[config.mk]
export PLATFORM = sky130hd
export DESIGN_NAME = nv_boot_loader
export DESIGN_NICKNAME = d
export VERILOG_FILES = /design/src/rtl/nvl_pkg.sv /design/src/rtl/nvl_addr_step.sv /design/src/rtl/nvl_word_gate.sv /design/src/rtl/nv_boot_loader.sv
export SDC_FILE = /design/constraint.sdc
export NUM_CORES = 1
export LEC_CHECK = 0
export BUFFER_PORTS_ARGS = -buffer_cell sky130_fd_sc_hd__buf_4
export CORE_MARGIN = 10
export CORE_UTILIZATION = 41
export CTS_CLUSTER_SIZE = 28
export DETAILED_ROUTE_END_ITERATION = 6
export HOLD_SLACK_MARGIN = 0.05
export PLACE_DENSITY = 0.78
export SETUP_SLACK_MARGIN = 0.2
export SYNTH_ARGS = -nofsm -noshare
export SYNTH_HDL_FRONTEND = slang
export SYNTH_SLANG_ARGS = --single-unit
[constraint.sdc]
create_clock -name clk -period 1.4 [get_ports clk]
set_input_delay 0.14 -clock clk [delete_from_list [all_inputs] [get_ports clk]]
set_output_delay 0.14 -clock clk [all_outputs]
set_load 0.01 [all_outputs]
[src/rtl/nvl_pkg.sv]
package nvl_pkg;
    typedef enum logic [2:0] {
        ST_IDLE    = 3'd0,
        ST_SIG_REQ = 3'd1,
        ST_SIG_CHK = 3'd2,
        ST_CP_REQ  = 3'd3,
        ST_CP_WR   = 3'd4,
        ST_DONE    = 3'd5
    } nvl_state_e;
endpackage

[src/rtl/nvl_addr_step.sv]
// Walks the copy address: ascending through the fixed range, then jumps
// to the flagged range, and reports the last word of the walk.
module nvl_addr_step #(
    parameter int unsigned AW = 8,
    parameter logic [AW-1:0] FIX_LO = 8'h10,
    parameter logic [AW-1:0] FIX_HI = 8'h1F,
    parameter logic [AW-1:0] FLG_LO = 8'h2C,
    parameter logic [AW-1:0] FLG_HI = 8'h33
) (
    input  logic [AW-1:0] cur_addr,
    output logic [AW-1:0] nxt_addr,
    output logic          is_last
);
    always_comb begin
        if (cur_addr == FIX_HI) nxt_addr = FLG_LO;
        else                    nxt_addr = cur_addr + 1'b1;
        is_last = (cur_addr == FLG_HI);
    end
endmodule

[src/rtl/nvl_word_gate.sv]
// Decides whether a word just read is copied: always in the fixed range,
// only with its flag bit set in the flagged range, never elsewhere.
module nvl_word_gate #(
    parameter int unsigned AW = 8,
    parameter int unsigned DW = 16,
    parameter int unsigned FLAG_BIT = 15,
    parameter logic [AW-1:0] FIX_LO = 8'h10,
    parameter logic [AW-1:0] FIX_HI = 8'h1F,
    parameter logic [AW-1:0] FLG_LO = 8'h2C,
    parameter logic [AW-1:0] FLG_HI = 8'h33
) (
    input  logic [AW-1:0] addr,
    input  logic [DW-1:0] word,
    output logic          take
);
    logic in_fix, in_flg;
    always_comb begin
        in_fix = (addr >= FIX_LO) && (addr <= FIX_HI);
        in_flg = (addr >= FLG_LO) && (addr <= FLG_HI);
        take   = in_fix || (in_flg && word[FLAG_BIT]);
    end
endmodule

[src/rtl/nv_boot_loader.sv]
module nv_boot_loader
    import nvl_pkg::*;
#(
    parameter int unsigned AW        = 8,
    parameter int unsigned DW        = 16,
    parameter int unsigned CFG_WORDS = 64,
    parameter int unsigned FLAG_BIT  = 15,
    parameter logic [AW-1:0] SIG_ADDR = 8'h37,
    parameter logic [DW-1:0] SIG_CODE = 16'hAA55,
    parameter logic [AW-1:0] FIX_LO   = 8'h10,
    parameter logic [AW-1:0] FIX_HI   = 8'h1F,
    parameter logic [AW-1:0] FLG_LO   = 8'h2C,
    parameter logic [AW-1:0] FLG_HI   = 8'h33
) (
    input  logic          clk,
    input  logic          rst,
    output logic          mem_rd_en,
    output logic [AW-1:0] mem_rd_addr,
    input  logic [DW-1:0] mem_rd_data,
    output logic          reg_wr_en,
    output logic [AW-1:0] reg_wr_addr,
    output logic [DW-1:0] reg_wr_data,
    output logic          load_done
);
    localparam logic [AW-1:0] CFG_LIMIT = AW'(CFG_WORDS);

    nvl_state_e    state, state_nx;
    logic [AW-1:0] cur_addr, step_addr;
    logic          step_last, word_take, sig_match, sig_seen;

    nvl_addr_step #(
        .AW(AW), .FIX_LO(FIX_LO), .FIX_HI(FIX_HI),
        .FLG_LO(FLG_LO), .FLG_HI(FLG_HI)
    ) i_step (
        .cur_addr(cur_addr),
        .nxt_addr(step_addr),
        .is_last (step_last)
    );

    nvl_word_gate #(
        .AW(AW), .DW(DW), .FLAG_BIT(FLAG_BIT),
        .FIX_LO(FIX_LO), .FIX_HI(FIX_HI),
        .FLG_LO(FLG_LO), .FLG_HI(FLG_HI)
    ) i_gate (
        .addr(cur_addr),
        .word(mem_rd_data),
        .take(word_take)
    );

    assign sig_match = (mem_rd_data == SIG_CODE);

    // State register and address counter
    always_ff @(posedge clk) begin
        if (rst) begin
            state    <= ST_IDLE;
            cur_addr <= FIX_LO;
            sig_seen <= 1'b0;
        end else begin
            state <= state_nx;
            if (state == ST_SIG_CHK && sig_match) sig_seen <= 1'b1;
            if (state == ST_CP_WR) cur_addr <= step_addr;
        end
    end

    // Next state
    always_comb begin
        state_nx = state;
        unique case (state)
            ST_IDLE:    state_nx = ST_SIG_REQ;
            ST_SIG_REQ: state_nx = ST_SIG_CHK;
            ST_SIG_CHK: state_nx = sig_match ? ST_CP_REQ : ST_DONE;
            ST_CP_REQ:  state_nx = ST_CP_WR;
            ST_CP_WR:   state_nx = step_last ? ST_DONE : ST_CP_REQ;
            ST_DONE:    state_nx = ST_DONE;
            default:    state_nx = ST_IDLE;
        endcase
    end

    // Outputs
    always_comb begin
        mem_rd_en   = 1'b0;
        mem_rd_addr = cur_addr;
        reg_wr_en   = 1'b0;
        reg_wr_addr = cur_addr;
        reg_wr_data = mem_rd_data;
        load_done   = 1'b0;
        unique case (state)
            ST_IDLE:    ;
            ST_SIG_REQ: begin
                mem_rd_en   = 1'b1;
                mem_rd_addr = SIG_ADDR;
            end
            ST_SIG_CHK: ;
            ST_CP_REQ:  mem_rd_en = 1'b1;
            ST_CP_WR:   reg_wr_en = word_take;
            ST_DONE:    load_done = 1'b1;
            default:    ;
        endcase
    end

    // Writes only after a matching signature has been seen
    p_wr_after_sig_r1: assert property (@(posedge clk) disable iff (rst)
        reg_wr_en |-> sig_seen);

    // Flagged-range writes carry their flag bit
    p_flag_gate_r4: assert property (@(posedge clk) disable iff (rst)
        (reg_wr_en && reg_wr_addr >= FLG_LO && reg_wr_addr <= FLG_HI)
            |-> reg_wr_data[FLAG_BIT]);

    // Each write follows its own read by one cycle
    p_wr_follows_rd_r6: assert property (@(posedge clk) disable iff (rst)
        reg_wr_en |-> ($past(mem_rd_en) && $past(mem_rd_addr) == reg_wr_addr));

    // Reads stay in the configuration area
    p_rd_in_cfg_r7: assert property (@(posedge clk) disable iff (rst)
        mem_rd_en |-> (mem_rd_addr < CFG_LIMIT));

    // Done is sticky and quiet
    p_done_sticky_r8: assert property (@(posedge clk) disable iff (rst)
        load_done |=> load_done);
    p_done_quiet_r8: assert property (@(posedge clk) disable iff (rst)
        load_done |-> (!mem_rd_en && !reg_wr_en));

    // Reset restarts with done low
    p_reset_clears_r9: assert property (@(posedge clk)
        $past(rst) |-> (!load_done && !reg_wr_en));
endmodule

### Word-level counts from Yosys, hierarchy flattened

Cells that the tools add are included.

| storage, ports and cells | value |
|---|---|
| bits in registers | 11 |
| input port bits | 18 |

| cells by class | value |
|---|---|
| add/subtract/negate cells | 1 |
| mux-type cells | 8 |
| magnitude comparators | 4 |
| reductions and logical operators | 6 |
| equality and inequality tests | 8 |

Operators with widths:

| operator | number |
|---|---|
| one-hot mux 3 bit (6 select lines) | 1 |
| == test 16 bit (second input constant) | 1 |
| two-way mux 8 bit | 2 |
| adder 8 x 1 -> 8 bit (second input constant) | 1 |
| == test 8 x 5 -> 1 bit (second input constant) | 1 |
| == test 8 x 6 -> 1 bit (second input constant) | 1 |
| greater-or-equal comparator 8 x 5 -> 1 bit (second input constant) | 1 |
| greater-or-equal comparator 8 x 6 -> 1 bit (second input constant) | 1 |
| <= comparator 8 x 5 -> 1 bit (second input constant) | 1 |
| <= comparator 8 x 6 -> 1 bit (second input constant) | 1 |
| == test 3 x 2 -> 1 bit (second input constant) | 2 |
| == test 3 bit (second input constant) | 2 |
| two-way mux 3 bit | 2 |
| == test 3 x 1 -> 1 bit (second input constant) | 1 |
| logical AND 1 bit | 3 |
| logical NOT 3 bit | 1 |
| two-way mux 1 bit | 3 |
| OR reduction 2 bit | 1 |
| logical OR 1 bit | 1 |

### Depth between registers and ports, before layout

| depth | value |
|---|---|
| depth after elaboration | 5 |
| mapped depth | 5 |
| gate-level depth less buffers | 4 |

### Hierarchy

From an unflattened synthesis, not the netlist that was laid out.

| unflattened totals | value |
|---|---|
| cells, all modules | 102 |
| area, all modules | 874.6 sq um |

Modules (own cells, without submodules):

| module | area an instance (sq um) | seq. area each (sq um) | times used | cells each |
|---|---|---|---|---|
| nv_boot_loader | 676.9 | 220.2 | 1 | 74 |
| nvl_addr_step | 156.4 | 0.0 | 1 | 22 |
| nvl_word_gate | 41.3 | 0.0 | 1 | 6 |

### Least setup slack after synthesis

Ideal clock, no wire load.

| path | value |
|---|---|
| path type | register to output |
| start | reg state[0] |
| end | out mem_rd_addr[0] |
| setup slack | 0.161 ns |
| data required time | 1.260 ns |
| data arrival time | 1.099 ns |
| cell stages (with the launch flop) | 4 |
| cells stage by stage | dfxtp_1 -> nor2b_1 -> and2b_1 -> or2_2 |

| on the way | value |
|---|---|
| word-level cells in the longest chain between the ends | 2 |

Ends and longest elaborated chain:

| element | RTL line | source |
|---|---|---|
| start, declared | nv_boot_loader.sv:27 | `nvl_state_e state, state_nx;` |
| start signal, assigned | nv_boot_loader.sv:59 | `state <= state_nx;` |
| == test 3 x 1 -> 1 bit | nv_boot_loader.sv:87 | `unique case (state)` |
| two-way mux 8 bit | nv_boot_loader.sv:87 |  |
| end, declared | nv_boot_loader.sv:18 | `output logic [AW-1:0] mem_rd_addr,` |

Every way passes these cells.

### Final worst setup path

| path | value |
|---|---|
| start | reg state[0] |
| end | out mem_rd_addr[7] |

The elaborated chain is that of the path after synthesis.

==> metrics.txt <==
outcome=complete, but fails checks; failing checks=negative setup slack; M2 GR Usage=about a quarter; Crit Path Class=register to output pin; most frequent cell after synthesis=buf_4; number of buffers created by CTS=3; hold_buf cts=0; CP max FO=7; io pins=53; P_leak=0.6690 nW; CP top delay family=simple AND/OR/NAND/NOR gates; Finished Core Util=between 70% and 80%; Starting Density=a little over two fifths; worst-margin pin slew=approximately 0.29 ns; gr busiest metal=met2; WP data required=1.26 ns; final period utilization=103.9%; Tot GR Track Use=14.06%; cells after synthesis=just under 100; warnings from Yosys=0; FILL cells=129; CP Capture Type=output pin; Post-synth top cells=buf_4 (17), dfxtp_1 (11), nor2_1 (9), xor2_1 (6); DRC=0; Root Buffer=clkbuf_4; Arrival @ worst endpoint=~1.3 ns; clk sinks=11; htree depth=1; vias=921; CTS tree=done; vias in the first global route=between 900 and 1,000; Area contributors post-synth=dfxtp_1 (27%), buf_4 (16%), xor2_1 (6.4%); final wirelength=approximately 2900 um; synthesized area=between 800 and 900 um^2; CP bufs+invs=2; Final Worst Setup Slack=-0.05506 ns; M3 GR Usage=between 7 and 8%; clk buf depth=2; Seq cells post-synth=11; Power Density=~680 nW/um^2; Fin. Hold Viols=0; share of cells above drive strength 1=71.43%; top cell type's share of synthesized area=26.75%; area growth from synthesis to layout=74.47%; FMAX=approximately 700 MHz; die height=roughly 65 um; DR pass1 iterations=4; CP Cell Sequence=nor2b_4 -> and2b_4 -> buf_6 -> nor2b_1 -> buf_4; Reg clk slew, reported paths=~0.08 ns; routed len/inst=~16 um; Post-Syn Area per Cell=~8.5 um^2; max_cap viols=0; Setup WS pre-CTS=about 0.050 ns; WHS=0.09656 ns; largest net degree at the start of global routing=12; DIE AREA=around 4200 um^2; worst min path class=primary input to register; Final Wtd Congestion=between 0.8 and 0.9; area leader, netlist=dfxtp_1; gr ovfl total=0; CP Launch Type=register; die width=between 60 and 70 um; r2r setup slk=~0.03 ns; initial antenna violation count=0; PortBufs=52; Post-synth EDFFs=0; Max IR drop VDD=0.0005680 V; Cell Rows=16; met1 usage in global routing=13.55%; final clock skew=around 0.011 ns; Rel. slew slack=80.68%; final setup vio count=9; Tot Pwr=0.0009809 W; Via density=5.088; synthesized net count=117; initial drt markers=19; CORE AREA=roughly 1900 um^2; Tmin final=around 1.5 ns; CP max stage delay=0.36 ns; synth unique cells=30; dpl hpwl=1953 um; top_reg_cell synth=dfxtp_1; first-pass GRT wire length=around 4700 um; # diodes=0; Clock Latency Late Sink=0.29 ns; Post-synth ARST share=0%; setup repair after global routing missed its margin=true; Critical-path top delay cell=dfxtp_2; nets@finish=about 180; register area share after synthesis=approximately a quarter; post-route ant nets=0; Max Slew Vio Count=0
path summary, 6_finish.rpt:
path / from / to / depth (start not counted)
worst max register to register: state[0]$_SDFF_PP0_ / reg_wr_addr[5]$_SDFFE_PP0P_ / 7
worst min-delay path: rst / reg_wr_addr[3]$_SDFFE_PP0P_ / 2
worst max-delay path: state[0]$_SDFF_PP0_ / mem_rd_addr[7] / 5
worst min register to register: state[1]$_SDFF_PP0_ / state[1]$_SDFF_PP0_ / 1
layer usage:
| metal | share of wire [%] | up-vias |
|---|---|---|
| li1 | - | 430 |
| met1 | 40 | 439 |
| met2 | 47 | 47 |
| met3 | 11 | 5 |
| met4 | 1.6 | 0 |
| met5 | 0 | - |
state kept, by name (all words and copies together), names as in the netlist:
register / flops
reg_wr_addr: 8
state: 3
placed cells by master (no fill, tap or decap), types with 3 or more instances in the layout:
cell / netlist / layout
nand4_1: 5 / 5
buf_6: 0 / 13
buf_4: 17 / 58
clkbuf_4: 0 / 3
dfxtp_4: 0 / 6
nor2_1: 9 / 7
dfxtp_2: 0 / 5
nor2b_1: 5 / 3
or2_4: 0 / 5
a21oi_1: 5 / 4
xor2_1: 6 / 6
area by class of cell:
type,count,area [um^2],share of cell area (%)
Multi-Input combinational cell,65,531.8,37.02
Clock buffer,4,26.28,1.829
Sequential cell,11,249.0,17.33
Timing Repair Buffer,71,581.8,40.51
Inverter,3,13.76,0.9582
Tap cell,27,33.78,2.352
power by group:
| part | internal, W | total [W] | switching [W] | leakage, nW |
|---|---|---|---|---|
| registers | 0.000322 | 0.000341 | 0.0000188 | 0.0952 |
| logic | 0.000236 | 0.000397 | 0.000161 | 0.559 |
| clock network | 0.000111 | 0.000243 | 0.000132 | 0.0150 |
| total | 0.000669 | 0.000981 | 0.000312 | 0.669 |
worst reg2reg max path, cell delays in order, from the launching register on:
cell     delay, ns
dfxtp_2       0.34
buf_6         0.12
nor3b_2       0.16
buf_4         0.14
buf_6         0.13
nand4_1       0.12
xor2_1        0.17
a21oi_1       0.08
cell families (layout without fill, tap and decap cells):
logic type	count (synthesis)	in the layout	synth area share, %
flops	11	11	26.75
mux	1	1	1.216
buf+inv	21	78	17.32
compound gates	10	10	8.511
xor+xnor	7	7	7.447
simple gates	45	45	35.71
fa+ha+maj	2	2	3.039
per-stage QoR:
stage,TNS (ns),instances,area [um^2]
floorplan,0,97,828.3
global placement,0,162,1151
detailed placement,0,162,1151
CTS,-0.8072,178,1391
global route,-1.281,181,1436
finish,-0.3265,181,1436
repair_timing:
action	in CTS	in global routing
setup endpoints to repair	19	21
buffers inserted	12	3
endpoints found under the hold margin	0	0
pin swaps	17	11
resized for setup	42	9
Note: power is estimated with default switching activity, not from simulation.
